--- src/rtl/hb_pwm_pkg.sv ---
// Shared definitions for the alternating half-bridge pulse generator.
// Assumes: two gate commands, indexed by the side of the bridge they drive.
package hb_pwm_pkg;
    // Which side of the bridge owns the current oscillator cycle
    typedef enum logic {
        SIDE_LO = 1'b0,
        SIDE_HI = 1'b1
    } side_e;

    // Number of gate commands interleaved by the generator
    localparam int unsigned NUM_SIDES = 2;
endpackage

--- src/rtl/hb_pwm_ramp.sv ---
// Ramp counter: counts 0..captured terminal count, then wraps.
// Assumes: start_i is asserted by the sequencer on every cycle start; the
// terminal count is captured only at that moment.
module hb_pwm_ramp #(
    parameter int unsigned CNT_W = 8
) (
    input  logic             clk,
    input  logic             rst_n,
    input  logic             en_i,
    input  logic             start_i,
    input  logic [CNT_W-1:0] term_i,
    output logic [CNT_W-1:0] cnt_o,
    output logic             wrap_o
);
    localparam logic [CNT_W-1:0] ONE = CNT_W'(1);

    logic [CNT_W-1:0] cnt_q;
    logic [CNT_W-1:0] last_q;

    // Advance the ramp, restart it at cycle start, clear it when disabled
    always_ff @(posedge clk) begin
        if (!rst_n) begin
            cnt_q  <= '0;
            last_q <= '0;
        end else if (!en_i) begin
            cnt_q  <= '0;
        end else if (start_i) begin
            cnt_q  <= '0;
            last_q <= term_i;
        end else begin
            cnt_q  <= cnt_q + ONE;
        end
    end

    // Final count of the current cycle reached
    always_comb wrap_o = (cnt_q == last_q);
    always_comb cnt_o  = cnt_q;

    // Between restarts the ramp only ever steps up by one
    assert_ramp_step_R11: assert property (@(posedge clk) disable iff (!rst_n)
        (en_i && !start_i) |=> (cnt_o == $past(cnt_o) + ONE));
endmodule

--- src/rtl/hb_pwm_seq.sv ---
// Cycle sequencer: tracks run state and which side owns the cycle.
// Assumes: wrap_i is high on the last count of a cycle. The enable edge and
// the phase-reset strobe both force a low-side cycle.
module hb_pwm_seq (
    input  logic clk,
    input  logic rst_n,
    input  logic en_i,
    input  logic phase_rst_i,
    input  logic wrap_i,
    output logic start_o,
    output logic active_o,
    output hb_pwm_pkg::side_e side_o
);
    import hb_pwm_pkg::*;

    logic  active_q;
    side_e side_q;
    logic  force_lo;

    // A new cycle begins on first enable, on a phase reset, or at ramp wrap
    always_comb begin
        force_lo = !active_q || phase_rst_i;
        start_o  = en_i && (force_lo || wrap_i);
    end

    // Update run state and cycle ownership
    always_ff @(posedge clk) begin
        if (!rst_n) begin
            active_q <= 1'b0;
            side_q   <= SIDE_LO;
        end else if (!en_i) begin
            active_q <= 1'b0;
            side_q   <= SIDE_LO;
        end else if (start_o) begin
            active_q <= 1'b1;
            side_q   <= force_lo ? SIDE_LO
                                 : ((side_q == SIDE_LO) ? SIDE_HI : SIDE_LO);
        end
    end

    always_comb begin
        active_o = active_q;
        side_o   = side_q;
    end

    // A natural wrap hands the next cycle to the other side
    assert_side_alternates_R3: assert property (@(posedge clk) disable iff (!rst_n)
        (en_i && active_q && wrap_i && !phase_rst_i) |=> (side_q != $past(side_q)));
endmodule

--- src/rtl/hb_pwm_limit.sv ---
// Threshold limiter: picks the smallest of soft-start, duty limit and
// terminal count, and holds it for a whole cycle.
// Assumes: start_i marks the clock edge that begins a cycle.
module hb_pwm_limit #(
    parameter int unsigned CNT_W = 8
) (
    input  logic             clk,
    input  logic             rst_n,
    input  logic             start_i,
    input  logic [CNT_W-1:0] ss_i,
    input  logic [CNT_W-1:0] dmax_i,
    input  logic [CNT_W-1:0] term_i,
    output logic [CNT_W-1:0] thr_o
);
    logic [CNT_W-1:0] lim_ramp;
    logic [CNT_W-1:0] lim_eff;
    logic [CNT_W-1:0] thr_q;

    // Soft-start governs until it passes the duty limit; keep one idle count
    always_comb begin
        lim_ramp = (ss_i < dmax_i) ? ss_i : dmax_i;
        lim_eff  = (lim_ramp < term_i) ? lim_ramp : term_i;
    end

    // Capture the threshold only at a cycle boundary
    always_ff @(posedge clk) begin
        if (!rst_n)       thr_q <= '0;
        else if (start_i) thr_q <= lim_eff;
    end

    always_comb thr_o = thr_q;

    // Captured threshold never exceeds the duty limit
    assert_thr_limited_R5: assert property (@(posedge clk) disable iff (!rst_n)
        start_i |=> (thr_o <= $past(dmax_i) && thr_o <= $past(ss_i)));
endmodule

--- src/rtl/hb_pwm_out.sv ---
// Output stage: decodes the gate commands and the period mark from the
// registered ramp, side and threshold.
// Assumes: all inputs come straight from registers.
module hb_pwm_out #(
    parameter int unsigned CNT_W = 8
) (
    input  logic              active_i,
    input  hb_pwm_pkg::side_e side_i,
    input  logic [CNT_W-1:0]  cnt_i,
    input  logic [CNT_W-1:0]  thr_i,
    output logic [hb_pwm_pkg::NUM_SIDES-1:0] drv_o,
    output logic              hi_phase_o,
    output logic              period_start_o
);
    import hb_pwm_pkg::*;

    logic on_time;

    // Ramp still below the captured threshold
    always_comb on_time = active_i && (cnt_i < thr_i);

    // One gate command per bridge side, each gated by cycle ownership
    for (genvar g = 0; g < NUM_SIDES; g++) begin : g_side
        always_comb drv_o[g] = on_time && (side_i == side_e'(g));
    end

    // Cycle flag and start-of-period mark
    always_comb begin
        hi_phase_o     = active_i && (side_i == SIDE_HI);
        period_start_o = active_i && (side_i == SIDE_LO) && (cnt_i == '0);
    end
endmodule

--- src/rtl/hb_pwm_gen.sv ---
// Alternating half-bridge PWM generator (top).
// Low-side and high-side commands pulse on alternate ramp cycles. The width
// is the smallest of soft-start, duty limit and terminal count.
// Assumes: synchronous active-low reset; all outputs are decoded from registers.
module hb_pwm_gen #(
    parameter int unsigned CNT_W = 8
) (
    input  logic             clk,
    input  logic             rst_n,
    input  logic             en,
    input  logic             phase_rst,
    input  logic [CNT_W-1:0] ss_level,
    input  logic [CNT_W-1:0] duty_max,
    input  logic [CNT_W-1:0] term_count,
    output logic             drv_lo,
    output logic             drv_hi,
    output logic             hi_phase,
    output logic             period_start
);
    import hb_pwm_pkg::*;

    logic             start;
    logic             active;
    side_e            side;
    logic             wrap;
    logic [CNT_W-1:0] cnt;
    logic [CNT_W-1:0] thr;
    logic [NUM_SIDES-1:0] drv;

    hb_pwm_seq u_seq (
        .clk         (clk),
        .rst_n       (rst_n),
        .en_i        (en),
        .phase_rst_i (phase_rst),
        .wrap_i      (wrap),
        .start_o     (start),
        .active_o    (active),
        .side_o      (side)
    );

    hb_pwm_ramp #(.CNT_W(CNT_W)) u_ramp (
        .clk     (clk),
        .rst_n   (rst_n),
        .en_i    (en),
        .start_i (start),
        .term_i  (term_count),
        .cnt_o   (cnt),
        .wrap_o  (wrap)
    );

    hb_pwm_limit #(.CNT_W(CNT_W)) u_limit (
        .clk     (clk),
        .rst_n   (rst_n),
        .start_i (start),
        .ss_i    (ss_level),
        .dmax_i  (duty_max),
        .term_i  (term_count),
        .thr_o   (thr)
    );

    hb_pwm_out #(.CNT_W(CNT_W)) u_out (
        .active_i       (active),
        .side_i         (side),
        .cnt_i          (cnt),
        .thr_i          (thr),
        .drv_o          (drv),
        .hi_phase_o     (hi_phase),
        .period_start_o (period_start)
    );

    // Map per-side commands to the named ports
    always_comb begin
        drv_lo = drv[SIDE_LO];
        drv_hi = drv[SIDE_HI];
    end

    // Disabled means silent in the next clock
    assert_off_quiet_R2: assert property (@(posedge clk) disable iff (!rst_n)
        !en |=> (!drv_lo && !drv_hi && !hi_phase && !period_start));

    // Phase reset lands on the first count of a low-side cycle
    assert_restart_low_R9: assert property (@(posedge clk) disable iff (!rst_n)
        (en && phase_rst) |=> (period_start && !hi_phase));

    // Enable edge starts with the low side
    assert_first_low_R8: assert property (@(posedge clk) disable iff (!rst_n)
        (en && !active) |=> (period_start && !drv_hi));

    // Period mark is never held for two clocks
    assert_mark_single_R10: assert property (@(posedge clk) disable iff (!rst_n)
        (period_start && term_count != '0 && en && !phase_rst) |=> !period_start);
endmodule

--- config.mk ---
export PLATFORM = sky130hd
export DESIGN_NAME = hb_pwm_gen
export DESIGN_NICKNAME = d
export VERILOG_FILES = /design/src/rtl/hb_pwm_pkg.sv /design/src/rtl/hb_pwm_ramp.sv /design/src/rtl/hb_pwm_seq.sv /design/src/rtl/hb_pwm_limit.sv /design/src/rtl/hb_pwm_out.sv /design/src/rtl/hb_pwm_gen.sv
export SDC_FILE = /design/constraint.sdc
export NUM_CORES = 1
export LEC_CHECK = 0
export BUFFER_PORTS_ARGS = -buffer_cell sky130_fd_sc_hd__buf_2
export CORE_ASPECT_RATIO = 0.7
export CORE_MARGIN = 5
export CORE_UTILIZATION = 60
export CTS_BUF_LIST = sky130_fd_sc_hd__clkbuf_4 sky130_fd_sc_hd__clkbuf_8
export CTS_CLUSTER_SIZE = 10
export DETAILED_ROUTE_END_ITERATION = 16
export GPL_TIMING_DRIVEN = 0
export HOLD_SLACK_MARGIN = 0.1
export PLACE_DENSITY_LB_ADDON = 0.15
export SYNTH_ARGS = -nofsm -noshare
export SYNTH_HDL_FRONTEND = slang
export SYNTH_SLANG_ARGS = --single-unit
--- constraint.sdc ---
create_clock -name clk -period 11.5 [get_ports clk]
set_input_delay 2.3 -clock clk [delete_from_list [all_inputs] [get_ports clk]]
set_output_delay 2.3 -clock clk [all_outputs]
set_load 0.01 [all_outputs]
; ---- After elaboration in Yosys (flattened, before gate mapping)
; Index checks and enable logic that the tools add are counted.
[word_totals]
reg_bits = 26
inputBits = 28
elab_cells = 31
[classes]
n_addsub = 1
order_cmp = 3
n_eq_ne = 1
muxes = 4
bitwise_logic = 3
reduce_logical = 14
[op_table]
columns = operator, count
row1 = < comparator 8 bit, 3
row2 = 2-to-1 mux 8 bit, 2
row3 = "adder 8 x 1 -> 8 bit, second input constant", 1
row4 = equality test 8 bit, 1
row5 = zero test 8 bit, 1
row6 = logical AND 1 bit, 7
row7 = AND reduction 2 bit, 2
row8 = inverter 1 bit, 3
row9 = OR reduction 3 bit, 1
row10 = logical OR 1 bit, 2
row11 = 2-to-1 mux 1 bit, 2
row12 = zero test 1 bit, 1

; ---- Longest topological paths before layout
; Gate-level depths: netlist of the first run.
[depth]
word_depth = 5
mapped_depth = 14

; ---- Hierarchy
; From an unflattened synthesis of the first run, not the netlist that was laid out.
[unflattened]
cells_unflattened = 235
area_unflattened_um2 = 2004.4
[modules_own_cells]
columns = mod, n_inst, cells_per_inst, area_per_inst_um2, seq_area_each_um2
row1 = hb_pwm_limit, 1, 111, 977.2, 160.2
row2 = hb_pwm_ramp, 1, 83, 718.2, 320.3
row3 = hb_pwm_out, 1, 34, 227.7, 0.0
row4 = hb_pwm_seq, 1, 7, 81.3, 40.0

; ---- Worst setup path before layout of the first run
; OpenSTA, ideal clock, no wires.
[synth_timing]
path_kind = input port to flip-flop
startpoint = input port duty_max[7]
endpoint = register u_limit.thr_q[1], in the netlist u_limit.thr_o[1]
arrival_ps = 5200
t_required_ps = 11369
slack_ps = 6169
path_stages = 12
path_buffers = 1
path_cell_list = inv_1 > ha_1 > nand4_1 > o31ai_4 > mux2_2 > ha_1 > or4b_2 > nor4_1 > mux2_4 > or2_1 > buf_6 > o221ai_2
[synth_via]
elab_chain_cells = 4
[synth_rtl]
columns = item, line_no
row1 = start: declaration, hb_pwm_gen.sv:13  ; input logic [CNT_W-1:0] duty_max,
row2 = < comparator 8 bit, hb_pwm_limit.sv:21  ; lim_ramp = (ss_i < dmax_i) ? ss_i : dmax_i;
row3 = 2-to-1 mux 8 bit (*), hb_pwm_limit.sv:21
row4 = < comparator 8 bit, hb_pwm_limit.sv:22  ; lim_eff = (lim_ramp < term_i) ? lim_ramp : term_i;
row5 = 2-to-1 mux 8 bit (*), hb_pwm_limit.sv:22
row6 = end signal: assignment, hb_pwm_limit.sv:28  ; else if (start_i) thr_q <= lim_eff;
row7 = end: declaration, hb_pwm_limit.sv:17  ; logic [CNT_W-1:0] thr_q;
; Every way passes the cells marked *; elsewhere a longest branch is shown, timed or not.
; A chain may end at the register's enable or synchronous reset.

; ---- Worst setup path after layout of the first run
[layout_timing]
startpoint = input port duty_max[7]
endpoint = register u_limit.thr_q[6], in the netlist u_limit.thr_o[6]
; Same word-level chain as after synthesis.

==> results by group, run 1 <==
Power
  • VDD IR max: 0.0000698 V
  • P_sw: 69.6 uW
  • Clock share of power: 25.9%
  • Power density over the cells: 101 mW/mm^2
  • Sequential power share: 43.5%
  • Switch share: 30.4%
  • Internal power: 159 uW
  • Leakage: 0.000974 uW
  • Combinational cell fraction of total power: 30.6%

Global routing
  • Largest net degree at the start of global routing: 15
  • Antenna violations before repair: 0
  • Grt ovf: 0
  • Vias in the first global route: roughly 1600
  • Tot GR Track Use: between 20% and 30%
  • Wire length of the first global-routing pass: around 7500 um

STA
  • Least-Margin Pin Slew: 0.823 ns
  • Pins Over Slew Limit: 0
  • RSZ-0062 raised after global routing: no
  • Final setup viols: 0
  • Max frequency: roughly 180 MHz
  • Fin Hold WS: 0.489 ns
  • Setup Skew: a little under 0.003 ns
  • Crit path time final: roughly 5.6 ns
  • Final period util: 49.1%
  • Final Hold Fails: 0
  • Rel. slew slack: approximately 45%
  • Post-Route Setup TNS: 0 ns

Logic synthesis
  • Post-synth EDFFs: 0
  • Synth Warn #: 0
  • Asr flop ratio synth: 0%
  • Syn nets: 271
  • Synth Instances: 220
  • Synthesized area: about 0.002 sq mm
  • Synthesis-stage register bit count: 26
  • Main synth FF type: dfxtp_1
  • Synth unique cells: 45
  • Post-Syn Area per Cell: 9.09 sq um
  • Post-synthesis sequential area ratio: 26.0%

Clocking
  • Worst-path clk slew: ~0.090 ns
  • Post_cts resized: 0
  • CTS root buf: clkbuf_8
  • Clock latency on the worst-skew pair: 0.27 ns
  • # Post-CTS Setup Buffers: 0
  • CTS tree: built
  • Clk sinks: 26
  • Hold-fix buffers at CTS: 0
  • CTS buffer count: 3
  • H-tree Lvls: 1
  • Max Buffers Root-to-Sink: 2

Route
  • DR vias/cell: 5.68
  • TritonRoute pass-1 iters: 4
  • Total number of vias: 1663
  • ANT nets after route: 0
  • Drt wl/cell: 14.6 um
  • Number of remaining DRC errors: 0
  • Routed WL: about 4300 um
  • First DRT Iteration DRCs: 109

Final layout
  • Layout cells sized above 1: 24.3%
  • # diodes: 0
  • Synthesis-to-finish area growth: 12.9%
  • Nets: 307
  • Non-Filler Instances: 293

Worst setup path
  • CP max stage cell: nor4_2
  • Startpoint Class: primary input
  • Critical Path, Cell by Cell: buf_2, inv_1, ha_1, nand4_1, o31ai_4, mux2_2, ha_1, a21oi_1, a21boi_0, nor4_2, or2_1, buf_6, o221ai_2
  • Crit path top cell by count: ha_1
  • Crit path arrival time: 5.80 ns
  • Crit path max fanout: 10
  • Crit path largest cell delay: around 0.75 ns
  • Critical Path RT: 11.65 ns
  • Crit end category: flip-flop
  • Crit Path Category: in -> reg

Placement
  • RePlAce Congestion: 0.841
  • Placed cells: 289
  • DPL Wire Length: about 3500 um
  • PortBufs: 31

Floorplan
  • Die Y: 58.3 um
  • Die X: around 80 um
  • I/O pin cnt: 32
  • Starting Density: 63.1%
  • Core Area: about 0.0032 sq mm
  • Row count: 17
  • Die area: 0.00461 sq mm

Status
  • Run status: complete, no violations

Job
  • MaxCap Viol Count: 0

Hold path
  • Hold Crit Class: reg -> reg
power groups by stage:
stage | registers [uW] | logic, uW | clock network, uW
2_1_floorplan | 100 | 51.7 | 0
3_3_place_gp | 101 | 67.9 | 0
3_5_place_dp | 102 | 69.2 | 0
4_1_cts | 99.6 | 70.0 | 59.9
5_1_grt | 100 | 78.1 | 65.5
6_report | 99.5 | 69.9 | 59.4
per-stage QoR:
stage               total power, uW  util (%)  worst slack (ns)  cell area (sq um)
finish                          229      71.2              5.85               2260
global route                    244      71.2              5.64               2260
CTS                             229      71.2              5.88               2260
detailed placement              171      69.5              5.58               2200
global placement                169      69.5              5.64               2200
floorplan                       152         -              6.17               2000
final cells by class:
| cell class | count | area [sq um] |
|---|---|---|
| timing repair buffer | 31 | 155 |
| clock buffer | 4 | 55.1 |
| buffer | 9 | 62.6 |
| tap | 38 | 47.5 |
| inverter | 29 | 109 |
| sequential | 26 | 520 |
| fill | 251 | 912 |
| multi-input combinational | 156 | 1310 |
sequential cells by signal, indices dropped and copies added (netlist names):
| name | cells |
|---|---|
| u_limit.thr_o | 8 |
| u_ramp.last_q | 8 |
| u_seq.active_o | 1 |
| u_seq.side_o | 1 |
| u_ramp.cnt_o | 8 |
cells by family (layout without fill, tap and decap cells):
| logic type | Yosys count | in the layout | share of synthesized area, % |
|---|---|---|---|
| muxes | 17 | 17 | 9.26 |
| and+or+nand+nor | 67 | 67 | 18.3 |
| adders and majority gates | 23 | 23 | 14.4 |
| AOI/OAI and AO/OA | 35 | 35 | 17.3 |
| xor gates and xnor gates | 14 | 14 | 6.13 |
| buffers and inverters | 38 | 73 | 8.57 |
| DFF | 26 | 26 | 26.0 |
metal layers:
metal	GRT usage, %	part of all wire [%]
met1	30.4	53
met2	30.6	41
met3	4.43	5.0
met4	4.17	0.82
met5	0	0
cells in the final DEF (no fill, tap or decap), drive strengths merged, types with 2 or more instances in the layout:
| cell type | n |
|---|---|
| buf | 36 |
| nor2b | 10 |
| a21boi | 2 |
| and2 | 2 |
| nand2b | 3 |
| inv | 29 |
| and3 | 2 |
| o221ai | 8 |
| or2 | 2 |
| dfxtp | 26 |
| nand3 | 14 |
| nand2 | 10 |
| nor4 | 4 |
| mux2 | 9 |
| mux2i | 8 |
| a211oi | 2 |
| o21a | 2 |
| nor2 | 12 |
| nand4 | 4 |
| a311oi | 2 |
| a21o | 2 |
| clkbuf | 6 |
| ha | 23 |
| o21ai | 3 |
| o2111ai | 7 |
| a21oi | 3 |
| xor2 | 5 |
| xnor2 | 9 |
worst paths after layout:
check,slack [ns],start,depth (start not counted),end
worst max register to register,9.19,u_ramp.cnt_o[0]$_SDFF_PP0_,9,u_limit.thr_o[6]$_SDFFE_PN0P_
worst min-delay path,0.49,u_limit.thr_o[0]$_SDFFE_PN0P_,2,u_limit.thr_o[0]$_SDFFE_PN0P_
worst max-delay path,5.85,duty_max[7],13,u_limit.thr_o[6]$_SDFFE_PN0P_
worst min register to register,0.49,u_limit.thr_o[0]$_SDFFE_PN0P_,2,u_limit.thr_o[0]$_SDFFE_PN0P_
synth_stat cells, types with 2 or more instances:
cell type  count  area [sq um]
and2_1         2          12.5
a311oi_1       2          17.5
nor2_1        12          45.0
inv_1         29           109
xnor2_1        9          78.8
nor4_1         3          18.8
a21o_1         2          15.0
a21oi_1        3          15.0
and3_1         2          12.5
mux2i_1        8          80.1
ha_1          23           288
nand2b_1       2          12.5
nor2b_1       10          62.6
nand4_1        4          25.0
a211oi_1       2          15.0
o221ai_2       7           105
nand2_1       10          37.5
xor2_1         5          43.8
dfxtp_1       26           521
o2111ai_1      7          61.3
mux2_2         8          90.1
buf_2          2          10.0
clkbuf_1       2          7.51
a21boi_0       2          15.0
buf_4          2          15.0
o21a_1         2          15.0
nand3_1       14          70.1
o21ai_0        3          15.0
worst max-delay path, delay by kind of cell:
kind	cells	cell delay, ns
compound gates	4	1.04
fa+ha+maj	2	0.62
buf+inv	3	0.28
mux	1	0.42
simple gates	3	1.13
No activity file was read; power rests on OpenSTA's default activity.
==> inputs of run 2 (changes only) <==
Settings changed: ABC_AREA from default to 1, CORE_UTILIZATION 60 to 58.
Clock period 11.5 ns to 5.9 ns, I/O delays scaled along.
==> results by group, run 2 <==
Status
  • Run status: complete, no violations (unchanged)

Clocking
  • # Post-CTS Setup Buffers: 0 (unchanged)
  • Post_cts resized: 0 (unchanged)
  • Max Buffers Root-to-Sink: 2 (unchanged)
  • Clock latency on the worst-skew pair: 0.28 ns (was 0.27 ns)
  • CTS buffer count: 3 (unchanged)
  • Clk sinks: 26 (unchanged)
  • Worst-path clk slew: 0.09 ns (about the same)
  • CTS tree: built (unchanged)
  • Hold-fix buffers at CTS: 0 (unchanged)
  • H-tree Lvls: 1 (unchanged)
  • CTS root buf: clkbuf_8 (unchanged)

STA
  • Max frequency: between 200 and 300 MHz
  • Final Hold Fails: 0 (unchanged)
  • Rel. slew slack: 53.8% (was 44.7%)
  • Final period util: 64.2%
  • RSZ-0062 raised after global routing: no (unchanged)
  • Post-Route Setup TNS: 0 ns (unchanged)
  • Least-Margin Pin Slew: 0.691 ns (was 0.823 ns)
  • Final setup viols: 0 (unchanged)
  • Setup Skew: 0.00532 ns (was 0.00295 ns)
  • Crit path time final: 3.79 ns
  • Pins Over Slew Limit: 0 (unchanged)

Placement
  • DPL Wire Length: 3400 um (was 3510 um)
  • PortBufs: 30 (was 31)
  • RePlAce Congestion: 0.885 (was 0.841)

Logic synthesis
  • Main synth FF type: dfxtp_1 (unchanged)
  • Synthesized area: 0.00186 sq mm (was 0.00200 sq mm)
  • Post-synth top area cell: dfxtp_1 (unchanged)
  • Synth unique cells: 29 (was 45)
  • Asr flop ratio synth: 0% (unchanged)
  • Post-synth EDFFs: 0 (unchanged)
  • Syn nets: 327 (was 271)
  • Post-synthesis sequential area ratio: 27.9% (was 26.0%)
  • Synthesis-stage register bit count: 26 (unchanged)
  • Post-Syn Area per Cell: 6.75 sq um (was 9.09 sq um)
  • Commonest cells post-synth: inv_1 (59), nand2_1 (54), dfxtp_1 (26) (was inv_1 (29), dfxtp_1 (26), ha_1 (23))
  • Synth Instances: 276 (was 220)
  • Synth Warn #: 0 (unchanged)
  • Count leader, synth: inv_1 (unchanged)
  • Synth top area share: 27.9% (was 26.0%)
  • Synth top area cells: dfxtp_1 (28%), ha_1 (15%), inv_1 (12%) (was dfxtp_1 (26%), ha_1 (14%), inv_1 (5.4%))

Worst setup path
  • Critical Path, Cell by Cell: buf_2, ha_1, nand2_1, inv_1, nor2_1, o21a_1, nand2_2, buf_2, nand2_1, o21ai_0, ha_1, a21oi_1, nor2_1, a211oi_2, nand2_4, nand2_1, nand3_1, a21oi_1 (was buf_2, inv_1, ha_1, nand4_1, o31ai_4, mux2_2, ha_1, a21oi_1, a21boi_0, nor4_2, or2_1, buf_6, o221ai_2)
  • Critical Path RT: 6.12 ns (was 11.65 ns)
  • Crit path max fanout: 10 (unchanged)
  • Cells on worst reg2reg path: 10 (was 9)
  • Crit end category: flip-flop (unchanged)
  • Worst path buffer plus inverter count: 3 (unchanged)
  • Crit path largest cell delay: 0.55 ns (was 0.75 ns)
  • Delay-heaviest family, CP: compound AO/OA/AOI/OAI gates (was simple AND/OR/NAND/NOR gates)
  • CP max stage cell: a211oi_2 (was nor4_2)
  • R2R Path End: u_limit.thr_o[1]$_SDFFE_PN0P_ (was u_limit.thr_o[6]$_SDFFE_PN0P_)
  • Crit path arrival time: 4.00 ns (was 5.80 ns)
  • Crit Path Category: in -> reg (unchanged)
  • Crit path top cell by count: nand2_1 (was ha_1)
  • Worst R2R Start: u_ramp.cnt_o[1]$_SDFF_PP0_ (was u_ramp.cnt_o[0]$_SDFF_PP0_)
  • Reg2Reg Setup Slack: 4.11 ns (was 9.19 ns)
  • Startpoint Class: primary input (unchanged)

Final layout
  • Synthesis-to-finish area growth: 14.4% (was 12.9%)
  • Layout cells sized above 1: 14.5% (was 24.3%)
  • Most frequent cells in the layout: inv_1 (59), nand2_1 (54), buf_2 (33), dfxtp_1 (26), a21oi_1 (25) (was buf_2 (33), inv_1 (29), dfxtp_1 (26), ha_1 (23), nand3_1 (14))
  • Final Util: 68.2% (was 71.2%)
  • Nets: 362 (was 307)
  • # diodes: 0 (unchanged)
  • Most common cell after layout, fill and taps aside: inv_1 (was buf_2)

Floorplan
  • Die X: 77.7 um (was 79.0 um)
  • Die area: 0.00446 sq mm (was 0.00461 sq mm)
  • I/O pin cnt: 32 (unchanged)
  • Die Y: 57.4 um (was 58.3 um)
  • Starting Density: 59.6% (was 63.1%)
  • Row count: 17 (unchanged)
  • Core Area: 0.00313 sq mm (was 0.00317 sq mm)

Hold path
  • Hold path depth: 2 (unchanged)
  • Start point of the worst hold path: u_limit.thr_o[0]$_SDFFE_PN0P_ (unchanged)
  • Hold Crit Endpoint: u_limit.thr_o[0]$_SDFFE_PN0P_ (unchanged)
  • Hold Crit Class: reg -> reg (unchanged)

Global routing
  • Tot GR Track Use: 20.3% (was 20.5%)
  • Antenna violations before repair: 0 (unchanged)
  • Largest net degree at the start of global routing: 16 (was 15)
  • Grt ovf: 0 (unchanged)
  • Vias in the first global route: 1550 (was 1614)
  • Wire length of the first global-routing pass: 7180 um (was 7530 um)

Route
  • ANT nets after route: 0 (unchanged)
  • First DRT Iteration DRCs: 90 (was 109)
  • Routed WL: 4110 um (was 4280 um)
  • Number of remaining DRC errors: 0 (unchanged)
  • Total number of vias: 1784 (was 1663)
  • TritonRoute pass-1 iters: 4 (unchanged)
  • DR vias/cell: 5.13 (was 5.68)
  • Drt wl/cell: 11.8 um (was 14.6 um)

Job
  • MaxCap Viol Count: 0 (unchanged)

Power
  • Leakage: 0.00114 uW (was 0.000974 uW)
  • Power density over the cells: 222 mW/mm^2 (was 101 mW/mm^2)
  • VDD IR max: 0.000144 V (was 0.0000698 V)
==> run 2: worst register-to-register path, stage by stage, from the launching register on <==
cell and delay (ns):
dfxtp_1 0.37, inv_1 0.10, a22o_1 0.21, nor4_1 0.17
nand4_1 0.12, nand2_1 0.07, nand2_1 0.07, inv_2 0.11
buf_4 0.19, nand3_1 0.14, a21oi_1 0.16
==> run 2: metrics by stage <==
stage                     setup slack [ns]  std cells  instance area, sq um  hold slack (ns)  power, uW
after floorplan                       2.39        276                  1860            0.439        290
after global placement                1.89        344                  2060            0.458        322
after detailed placement              1.87        344                  2060            0.459        326
after CTS                             2.16        348                  2130            0.473        474
after global routing                  1.90        348                  2130            0.492        507
final                                 2.11        348                  2130            0.475        473
==> run 2: routing by layer <==
metal | GRT usage (%) | vias up | wire length, um
li1 | - | 953 | -
met1 | 30.8 | 758 | 2060
met2 | 26.8 | 68 | 1530
met3 | 6.94 | 5 | 479
met4 | 5.64 | 0 | 31
met5 | 0 | - | 0
==> run 2: final cells by class <==
cell class              count  area (sq um)
inverters                  60           225
clock buffers               3          41.3
well taps                  38          47.5
clock inverters             1          30.0
fillers                   271           995
repair buffers             30           150
plain buffers               5          26.3
flip-flops and latches     26           520
multi-input cells         185          1090
==> run 2: kinds of logic (layout without fill, tap and decap cells) <==
logic type,count (synthesis),in the layout,share of synthesized area [%]
xor+xnor,7,7,3.29
fa+ha+maj,23,23,15.4
buf+inv,65,99,13.5
compound gates,49,49,14.6
simple gates,106,106,25.3
flops,26,26,27.9
==> run 2: power by group <==
group / internal [uW] / switching [uW]
logic: 51.6 / 76.9
registers: 187 / 7.39
clock network: 91.0 / 58.8
==> run 2: worst max path at each step <==
stage,from,end,cells after the start
2_1_floorplan,duty_max[7],u_limit.thr_o[6]$_SDFFE_PN0P_,18
3_3_place_gp,ss_level[7],u_limit.thr_o[1]$_SDFFE_PN0P_,18
3_5_place_dp,ss_level[7],u_limit.thr_o[1]$_SDFFE_PN0P_,18
4_1_cts,ss_level[7],u_limit.thr_o[1]$_SDFFE_PN0P_,18
5_1_grt,duty_max[3],u_limit.thr_o[0]$_SDFFE_PN0P_,18
6_report,ss_level[7],u_limit.thr_o[1]$_SDFFE_PN0P_,18
==> inputs of run 3 (changes only) <==
Settings changed: CORE_UTILIZATION 58 to 52.
Clock period 5.9 ns to 3.1 ns, I/O delays scaled along.
==> results by group, run 3 (synthesized netlist as in run 2, its figures left out) <==
Clocking
  • CTS tree: built (unchanged)
  • Max Buffers Root-to-Sink: 2 (unchanged)
  • Clock latency on the worst-skew pair: 0.27 ns (was 0.28 ns)
  • CTS root buf: clkbuf_8 (unchanged)
  • Worst-path clk slew: 0.08 ns (was 0.09 ns)
  • Clk sinks: 26 (unchanged)
  • CTS buffer count: 3 (unchanged)
  • Hold-fix buffers at CTS: 0 (unchanged)
  • H-tree Lvls: 1 (unchanged)

Route
  • Routed WL: 4190 um (was 4110 um)
  • DR vias/cell: 4.89 (was 5.13)
  • Total number of vias: 1786 (was 1784)
  • TritonRoute pass-1 iters: 4 (unchanged)
  • Drt wl/cell: 11.5 um (was 11.8 um)
  • First DRT Iteration DRCs: 117 (was 90)
  • Number of remaining DRC errors: 0 (unchanged)
  • ANT nets after route: 0 (unchanged)

Floorplan
  • Die X: 81.5 um (was 77.7 um)
  • Die Y: 60.1 um (was 57.4 um)
  • Core Area: 0.00349 sq mm (was 0.00313 sq mm)
  • Row count: 18 (was 17)
  • Starting Density: 53.4% (was 59.6%)
  • I/O pin cnt: 32 (unchanged)
  • Die area: 0.00490 sq mm (was 0.00446 sq mm)

Final layout
  • Most frequent cells in the layout: inv_1 (59), nand2_1 (54), buf_2 (32), dfxtp_1 (26), a21oi_1 (24) (was inv_1 (59), nand2_1 (54), buf_2 (33), dfxtp_1 (26), a21oi_1 (25))
  • Synthesis-to-finish area growth: 17.3% (was 14.4%)
  • Fillers: 342 (was 271)
  • Layout cells sized above 1: 16.5% (was 14.5%)
  • # diodes: 0 (unchanged)
  • Nets: 368 (was 362)
  • Final Instance Area: 0.00219 sq mm (was 0.00213 sq mm)
  • Most common cell after layout, fill and taps aside: inv_1 (unchanged)

Worst setup path
  • Critical Path RT: 3.30 ns (was 6.12 ns)
  • Crit path largest cell delay: 0.34 ns (was 0.55 ns)
  • R2R Path End: u_limit.thr_o[1]$_SDFFE_PN0P_ (unchanged)
  • Critical Path, Cell by Cell: buf_2, ha_1, nand2_1, inv_1, nor2_1, o21a_1, nand2_2, buf_6, nand2_1, o21ai_1, ha_1, a21oi_2, nor2_1, a211oi_4, buf_6, nand2_4, nand2_1, nand3_1, a21oi_1 (was buf_2, ha_1, nand2_1, inv_1, nor2_1, o21a_1, nand2_2, buf_2, nand2_1, o21ai_0, ha_1, a21oi_1, nor2_1, a211oi_2, nand2_4, nand2_1, nand3_1, a21oi_1)
  • WP depth: 19 (was 18)
  • Crit path arrival time: 3.20 ns (was 4.00 ns)
  • Crit Path Category: in -> reg (unchanged)
  • Worst R2R Start: u_ramp.cnt_o[1]$_SDFF_PP0_ (unchanged)
  • Startpoint Class: primary input (unchanged)
  • Crit path max fanout: 10 (unchanged)
  • Worst path buffer plus inverter count: 4 (was 3)
  • Crit end category: flip-flop (unchanged)
  • Delay-heaviest family, CP: compound AO/OA/AOI/OAI gates (unchanged)
  • Cells on worst reg2reg path: 10 (unchanged)
  • CP max stage cell: ha_1 (was a211oi_2)
  • Crit path top cell by count: nand2_1 (unchanged)
  • Reg2Reg Setup Slack: 1.28 ns (was 4.11 ns)

Job
  • MaxCap Viol Count: 0 (unchanged)

STA
  • Setup Skew: 0.00691 ns (was 0.00532 ns)
  • Rel. slew slack: 54.0% (was 53.8%)
  • Least-Margin Pin Slew: 0.681 ns (was 0.691 ns)
  • Post-Route Setup TNS: 0 ns (unchanged)
  • Crit path time final: approximately 3.0 ns
  • Fin Hold WS: 0.467 ns (was 0.475 ns)
  • Final Hold Fails: 0 (unchanged)
  • Max frequency: 334 MHz
  • Pins Over Slew Limit: 0 (unchanged)
  • Final setup viols: 0 (unchanged)
  • Final period util: between 90% and 100%

Global routing
  • Vias in the first global route: 1534 (was 1550)
  • Tot GR Track Use: 18.2% (was 20.3%)
  • Largest net degree at the start of global routing: 14 (was 16)
  • Wire length of the first global-routing pass: 6840 um (was 7180 um)
  • Antenna violations before repair: 0 (unchanged)
  • Grt ovf: 0 (unchanged)

Power
  • Leakage: 0.00116 uW (was 0.00114 uW)
  • Power density over the cells: 382 mW/mm^2 (was 222 mW/mm^2)
  • Pwr Total: 834 uW (was 473 uW)
  • VDD IR max: 0.000226 V (was 0.000144 V)

Placement
  • DPL Wire Length: 3460 um (was 3400 um)
  • PortBufs: 30 (unchanged)
  • RePlAce Congestion: 0.903 (was 0.885)
  • Post-DP Area: 0.00208 sq mm (was 0.00206 sq mm)

Hold path
  • Hold Crit Endpoint: u_limit.thr_o[0]$_SDFFE_PN0P_ (unchanged)
  • Start point of the worst hold path: u_limit.thr_o[0]$_SDFFE_PN0P_ (unchanged)
  • Hold Crit Class: reg -> reg (unchanged)
  • Hold path depth: 2 (unchanged)

Status
  • Run status: complete, no violations (unchanged)
==> run 3: worst register-to-register path, cell delays in order, from the launching register on <==
cell and delay [ns]:
dfxtp_1 0.37, inv_1 0.12, a22o_1 0.22, nor4_1 0.19, nand4_1 0.11, nand2_1 0.07, nand2_1 0.07, inv_2 0.11
buf_4 0.19, nand3_1 0.15, a21oi_1 0.16
==> run 3: final cells by class <==
cell class                 count  area [sq um]  share of cell area (%)
tap                           50          62.6                    2.86
clock buffer                   3          41.3                    1.89
inverter                      60           225                    10.3
sequential                    26           520                    23.8
multi-input combinational    185          1100                    50.5
timing repair buffer          36           199                    9.10
buffer                         5          32.5                    1.49
==> run 3: worst max-delay path by stage <==
stage / from / endpoint / slack [ns]
2_1_floorplan: duty_max[7] / u_limit.thr_o[6]$_SDFFE_PN0P_ / 0.15
3_3_place_gp: ss_level[7] / u_limit.thr_o[3]$_SDFFE_PN0P_ / -0.40
3_5_place_dp: ss_level[7] / u_limit.thr_o[3]$_SDFFE_PN0P_ / -0.43
4_1_cts: ss_level[7] / u_limit.thr_o[3]$_SDFFE_PN0P_ / 0.003
5_1_grt: ss_level[7] / u_limit.thr_o[1]$_SDFFE_PN0P_ / -0.03
6_report: ss_level[7] / u_limit.thr_o[1]$_SDFFE_PN0P_ / 0.11
==> run 3: metal layers <==
layer | global-route usage (%) | wire length (um) | vias up | share of wire [%]
met2 | 25.8 | 1580 | 37 | 38
met3 | 4.52 | 282 | 2 | 6.7
met4 | 1.45 | 8 | 0 | 0.19
met5 | 0 | 0 | - | 0
met1 | 28.3 | 2310 | 784 | 55
li1 | - | - | 963 | -
==> run 3: timing repair <==
action,4_1_cts,5_1_grt
resized for setup,1,7
buffers inserted,0,6
setup endpoints to repair,8,8
hold endpoints to repair,0,0
pin swaps,0,4
==> run 3: where the power goes <==
group | internal [uW] | total (uW) | switching (uW) | leakage (uW)
sequential | 356 | 369 | 13.4 | 0.000213
combinational | 120 | 275 | 154 | 0.000929
clock | 87.2 | 190 | 103 | 0.0000216
==> run 3: per-stage QoR <==
step                      worst slack (ns)  utilization, %  cells
after detailed placement            -0.427            59.5    356
final                                0.108            62.6    365
after global placement              -0.396            59.5    356
after global routing               -0.0334            62.6    365
after floorplan                      0.153               -    276
after CTS                          0.00334            60.9    359
